[src/rtl/lam_align_check.sv]
module lam_align_check #(
    parameter int AW = 3,
    parameter int SW = 2
) (
    input  logic [AW-1:0] addr,
    input  logic [SW-1:0] size,
    input  logic          partial,
    output logic          misaligned
);

    logic [AW-1:0] low_mask;

    always_comb begin
        // Offset bits below the access size must all be zero
        low_mask   = ~({AW{1'b1}} << size);
        misaligned = !partial && (|(addr & low_mask));
    end

endmodule

[src/rtl/lam_extract.sv]
module lam_extract #(
    parameter int DW = 64,
    localparam int NB = DW / 8,
    localparam int AW = $clog2(NB),
    localparam int SW = $clog2(AW + 1)
) (
    input  logic [AW-1:0] addr,
    input  logic [SW-1:0] size,
    input  logic          unsigned_ld,
    input  logic          big_end,
    input  logic [DW-1:0] mem_rdata,
    output logic [DW-1:0] result
);

    logic [AW:0]   span;
    logic [AW:0]   start;
    logic [DW-1:0] field;
    logic          fill;

    always_comb begin
        span  = (AW+1)'(1) << size;
        // Big-endian fields start counting lanes from the top of the word
        start = big_end ? ((AW+1)'(NB) - {1'b0, addr} - span) : {1'b0, addr};
        field = mem_rdata >> {start, 3'b000};
        fill  = !unsigned_ld && field[{span, 3'b000} - 1'b1];
    end

    for (genvar j = 0; j < NB; j++) begin : g_byte
        assign result[8*j +: 8] = ((AW+1)'(j) < span) ? field[8*j +: 8] : {8{fill}};
    end

endmodule

[src/rtl/lam_partial_merge.sv]
module lam_partial_merge #(
    parameter int DW = 64,
    localparam int NB = DW / 8,
    localparam int AW = $clog2(NB)
) (
    input  logic [AW-1:0] addr,
    input  logic          left,
    input  logic          big_end,
    input  logic [DW-1:0] mem_rdata,
    input  logic [DW-1:0] rd_old,
    output logic [DW-1:0] result
);

    logic [AW-1:0] amt;
    logic [DW-1:0] shifted;

    always_comb begin
        // Left/big and right/little shift by the offset; the other two by its complement
        amt     = (left == big_end) ? addr : (AW'(NB - 1) - addr);
        shifted = left ? (mem_rdata << {amt, 3'b000}) : (mem_rdata >> {amt, 3'b000});
    end

    for (genvar j = 0; j < NB; j++) begin : g_lane
        logic take;
        assign take = left ? (AW'(j) >= amt) : (AW'(j) <= (AW'(NB - 1) - amt));
        assign result[8*j +: 8] = take ? shifted[8*j +: 8] : rd_old[8*j +: 8];
    end

endmodule

[src/rtl/load_align_unit.sv]
module load_align_unit #(
    parameter int DW = 64,
    localparam int NB = DW / 8,
    localparam int AW = $clog2(NB),
    localparam int SW = $clog2(AW + 1)
) (
    input  logic          clk,
    input  logic          rst_n,
    input  logic          req_valid,
    input  logic [AW-1:0] req_addr,
    input  logic [SW-1:0] req_size,
    input  logic          req_unsigned,
    input  logic          req_partial,
    input  logic          req_left,
    input  logic          req_big_end,
    input  logic [DW-1:0] mem_rdata,
    input  logic [DW-1:0] rd_old,
    output logic          wb_valid,
    output logic          wb_we,
    output logic          wb_err,
    output logic [DW-1:0] wb_data
);

    typedef struct packed {
        logic          valid;
        logic          we;
        logic          err;
        logic [DW-1:0] data;
    } wb_state_t;

    wb_state_t     st_d, st_q;
    logic          misaligned;
    logic [DW-1:0] extracted;
    logic [DW-1:0] merged;

    lam_align_check #(.AW(AW), .SW(SW)) u_align (
        .addr       (req_addr),
        .size       (req_size),
        .partial    (req_partial),
        .misaligned (misaligned)
    );

    lam_extract #(.DW(DW)) u_extract (
        .addr        (req_addr),
        .size        (req_size),
        .unsigned_ld (req_unsigned),
        .big_end     (req_big_end),
        .mem_rdata   (mem_rdata),
        .result      (extracted)
    );

    lam_partial_merge #(.DW(DW)) u_merge (
        .addr      (req_addr),
        .left      (req_left),
        .big_end   (req_big_end),
        .mem_rdata (mem_rdata),
        .rd_old    (rd_old),
        .result    (merged)
    );

    always_comb begin
        st_d       = st_q;
        st_d.valid = req_valid;
        st_d.we    = 1'b0;
        st_d.err   = 1'b0;
        if (req_valid) begin
            st_d.err = misaligned;
            st_d.we  = !misaligned;
            if (misaligned)
                st_d.data = rd_old;
            else if (req_partial)
                st_d.data = merged;
            else
                st_d.data = extracted;
        end
    end

    always_ff @(posedge clk or negedge rst_n) begin
        if (!rst_n)
            st_q <= '0;
        else
            st_q <= st_d;
    end

    assign wb_valid = st_q.valid;
    assign wb_we    = st_q.we;
    assign wb_err   = st_q.err;
    assign wb_data  = st_q.data;

endmodule

[config.mk]
export PLATFORM = sky130hd
export DESIGN_NAME = load_align_unit
export DESIGN_NICKNAME = d
export VERILOG_FILES = /design/src/rtl/lam_align_check.sv /design/src/rtl/lam_extract.sv /design/src/rtl/lam_partial_merge.sv /design/src/rtl/load_align_unit.sv
export SDC_FILE = /design/constraint.sdc
export NUM_CORES = 1
export LEC_CHECK = 0
export CAP_MARGIN = 10
export CORE_MARGIN = 8
export CORE_UTILIZATION = 40
export DETAILED_ROUTE_END_ITERATION = 8
export PLACE_DENSITY = 0.63
export RECOVER_POWER = 100
export SYNTH_ARGS = -nofsm -noshare
export SYNTH_HDL_FRONTEND = slang
export SYNTH_SLANG_ARGS = --single-unit
[constraint.sdc]
create_clock -name clk -period 2.9 [get_ports clk]
set_input_delay 0.29 -clock clk [delete_from_list [all_inputs] [get_ports clk]]
set_output_delay 0.29 -clock clk [all_outputs]
set_load 0.02 [all_outputs]
==> results.sh <==
export IMPL_syn_area_per_cell_sq_um=6.920
export IMPL_num_rows=63
export IMPL_cp_end_kind="flop"
export IMPL_finalNetCount=2390
export IMPL_core_area_sq_um=29640
export IMPL_p_leak_nw=8.205
export IMPL_drive_gt1_share_pct=30.86
export IMPL_cp_start_kind="input port"
export IMPL_grt_max_degree=68
export IMPL_worstPathRequired_ns=3.10
export IMPL_crit_chain="buf_12, nor2_4, inv_2, ha_4, ha_4, inv_2, fa_2, and2_4, buf_6, nor3_4, a32oi_4, a41oi_2, buf_4, o221ai_4, buf_12, buf_16, a211oi_1, a211oi_1"
export IMPL_synth_edff_count=0
export IMPL_grt_antenna_before_repair=1
export IMPL_slew_violations=68
export IMPL_hold_class="in -> reg"
export IMPL_layout_setup_ws_ns=-0.2995
export IMPL_final_cell_area_sq_um=19020
export IMPL_ir_drop_uv=320.1
export IMPL_grt_first_pass_wirelength_um=117300
export IMPL_start_util_pct=40.60
export IMPL_drt_wl_total_um=83410
export IMPL_ant_nets=0
export IMPL_clk_pin_slew_ns=0.06
export IMPL_cts_htree_levels=3
export IMPL_viasPerCell=7.114
export IMPL_crit_arrival_ns=3.40
export IMPL_cts_hold_buf=0
export IMPL_max_slew_margin_pct=-19.64
export IMPL_drt_pass1_iter_count=8
export IMPL_finClkSkew_ns=0
export IMPL_dp_hpwl_um=62940
export IMPL_maxCapViolCount=1
export IMPL_async_reset_ff_share_pct=100.0
export IMPL_num_io_pins=207
export IMPL_path_class="in -> reg"
export IMPL_grt_pass1_vias=17253
export IMPL_min_period_over_period_pct=110.3
export IMPL_power_density_nw_per_um2=427.9
export IMPL_final_common_cell="buf_4"
export IMPL_synth_nets=1885
export IMPL_cpPeakStageDelay_ns=0.46
export IMPL_die_area_sq_um=35890
export IMPL_cts_sinks=67
export IMPL_numCtsBuffers=9
export IMPL_dr_first_iter_drc_count=3234
export IMPL_synthFlopType="dfrtp_1"
export IMPL_clk_path_buf_depth=2
export IMPL_global_route_usage_met2_pct=62.05
export IMPL_cp_max_fo=6
export IMPL_final_hold_viol_count=0
export IMPL_violations="capacitance limit, slew limit, setup timing"
export IMPL_busiest_layer="met2"
export IMPL_slowest_stage="fa_2"
export IMPL_grt_use_total_pct=43.53
export IMPL_cp_num_buf_inv=7
export IMPL_most_common_layout_cells="buf_4, nand2_1, a21oi_1"
export IMPL_yosysWarnings=0
export IMPL_period_minus_slack_ns=3.199
export IMPL_tightest_slew_ns=1.795
export IMPL_fillerInstances=2638
export IMPL_die_w_um=189.5
export IMPL_rsz0062_at_grt="true"
export IMPL_synthCells=1739
export IMPL_place_area_sq_um=17650
export IMPL_placed_cells=2584
export IMPL_grt_ovfl_total=0
export IMPL_gp_congestion=1.048
export IMPL_cpLargestDelayFamily="compound AO/OA/AOI/OAI gates"
export IMPL_synthesis_area_sq_um=12030
export IMPL_fp_dieH_um=189.5
export IMPL_globalRouteMet3Util_pct=14.94
export IMPL_num_antenna_cells=0
export IMPL_yosysSeqAreaShare_pct=13.93
export IMPL_cts_root_buf="clkbuf_16"
export IMPL_cts_tree="yes"
export IMPL_remaining_drc_errors=0
export IMPL_clock_fmax_mhz=312.6
export IMPL_use_met1_pct=55.67
export IMPL_port_buffers=206
export IMPL_syn2layout_area_growth_pct=58.08
export IMPL_clk_latency_ns=0.34
export IMPL_synth_seq_cells=67
export IMPL_yosysUniqueCellTypes=81
export IMPL_vias=18774
export IMPL_routedWlPerCell_um=31.61
export IMPL_status="finished with violations"
export IMPL_instances_no_fill=2639
export IMPL_finalSetupViolCount=62
[power breakdown]
| part | leakage, nW | switching, mW | total (mW) | internal, mW |
|---|---|---|---|---|
| combinational | 7.22 | 3.21 | 5.63 | 2.42 |
| sequential | 0.819 | 0.107 | 1.20 | 1.09 |
| clock | 0.167 | 0.468 | 1.31 | 0.844 |
| total | 8.20 | 3.79 | 8.14 | 4.35 |
[cell families after synthesis]
kind of cell	Yosys count	synth area share [%]
xor+xnor	11	1.580
simple gates	553	20.21
mux	165	15.82
compound gates	697	39.29
buf+inv	240	8.474
flops	67	13.93
fa+ha+maj	6	0.6862
[through the flow]
stage | setup WS, ns | utilization [%] | TNS [ns] | hold WS [ns] | total power [mW]
after floorplan | -0.4312 | - | -23.51 | -0.005591 | 3.613
after CTS | -0.07208 | 62.31 | -0.5037 | 0.1805 | 7.662
after global placement | -0.7988 | 59.55 | -44.40 | 0.4878 | 6.115
after global routing | -0.3185 | 64.18 | -11.71 | 0.5095 | 8.317
final | -0.2995 | 64.18 | -7.905 | 0.4606 | 8.140
after detailed placement | -0.8419 | 59.55 | -47.83 | 0.4941 | 6.139
[layer usage]
layer	part of all wire (%)	wire length [um]
met3	15	12530
met4	7.9	6571
met5	0.022	18
met1	37	31000
met2	40	33290
[final cells by class]
cell class	count	area [sq um]	area share, %
clock buffer	10	229.0	1.204
sequential	67	1677	8.814
clock inverter	6	112.6	0.5920
timing repair buffer	711	6265	32.93
inverter	23	96.34	0.5064
multi-input combinational	1432	10160	53.39
tap	390	488.0	2.565
[worst register-to-register path: stages, from the launching register on]
cell      delay [ns]
dfrtp_1         0.37
nor2b_1         0.15
a31oi_1         0.25
o21ai_1         0.12
a211oi_1        0.34
a211oi_1        0.12
[cells in the mapped netlist, drive strengths merged, types with 11 or more instances]
library cell,instances,area share (%)
dfrtp,67,14
a221oi,57,4.1
o2bb2ai,14,1.0
buf,85,3.6
o211ai,20,1.2
o21ai,120,5.0
nand2b,11,0.57
o22ai,52,2.7
nand2,257,8.0
mux2i,122,10
mux2,26,2.4
a21boi,12,0.75
inv,22,0.69
nor2b,15,0.78
mux4,17,3.2
nor2,119,3.7
a31oi,16,0.83
nand3,58,2.4
a21oi,185,7.7
a211oi,40,2.6
and3,43,2.2
a22oi,20,1.2
a22o,12,0.87
o221ai,33,2.4
nor3,18,0.75
clkbuf,131,4.1
[worst paths after layout]
path / end / slack (ns) / from / cells after the start
max in group asynchronous: wb_data[51] / 1.32 / rst_n / 2
worst max-delay path: wb_data[54] / -0.30 / req_size[1] / 18
worst min-delay path: wb_data[22] / 0.46 / req_valid / 3
worst max register to register: wb_data[54] / 1.43 / wb_data[54] / 5
min in group asynchronous: wb_data[7] / 0.52 / rst_n / 2
worst min register to register: wb_data[40] / 0.50 / wb_data[40] / 2
[what timing repair did]
item | 4_1_cts | 5_1_grt
endpoints found under the setup margin | 64 | 64
setup buffers | 27 | 9
resized for setup | 52 | 83
gates cloned | 3 | 2
pin swaps | 29 | 54
[registers in the layout, summed over array words and instances (netlist names)]
register	cells
wb_data	64
wb_err	1
wb_valid	1
wb_we	1
Note: power is estimated with default switching activity, not from simulation.
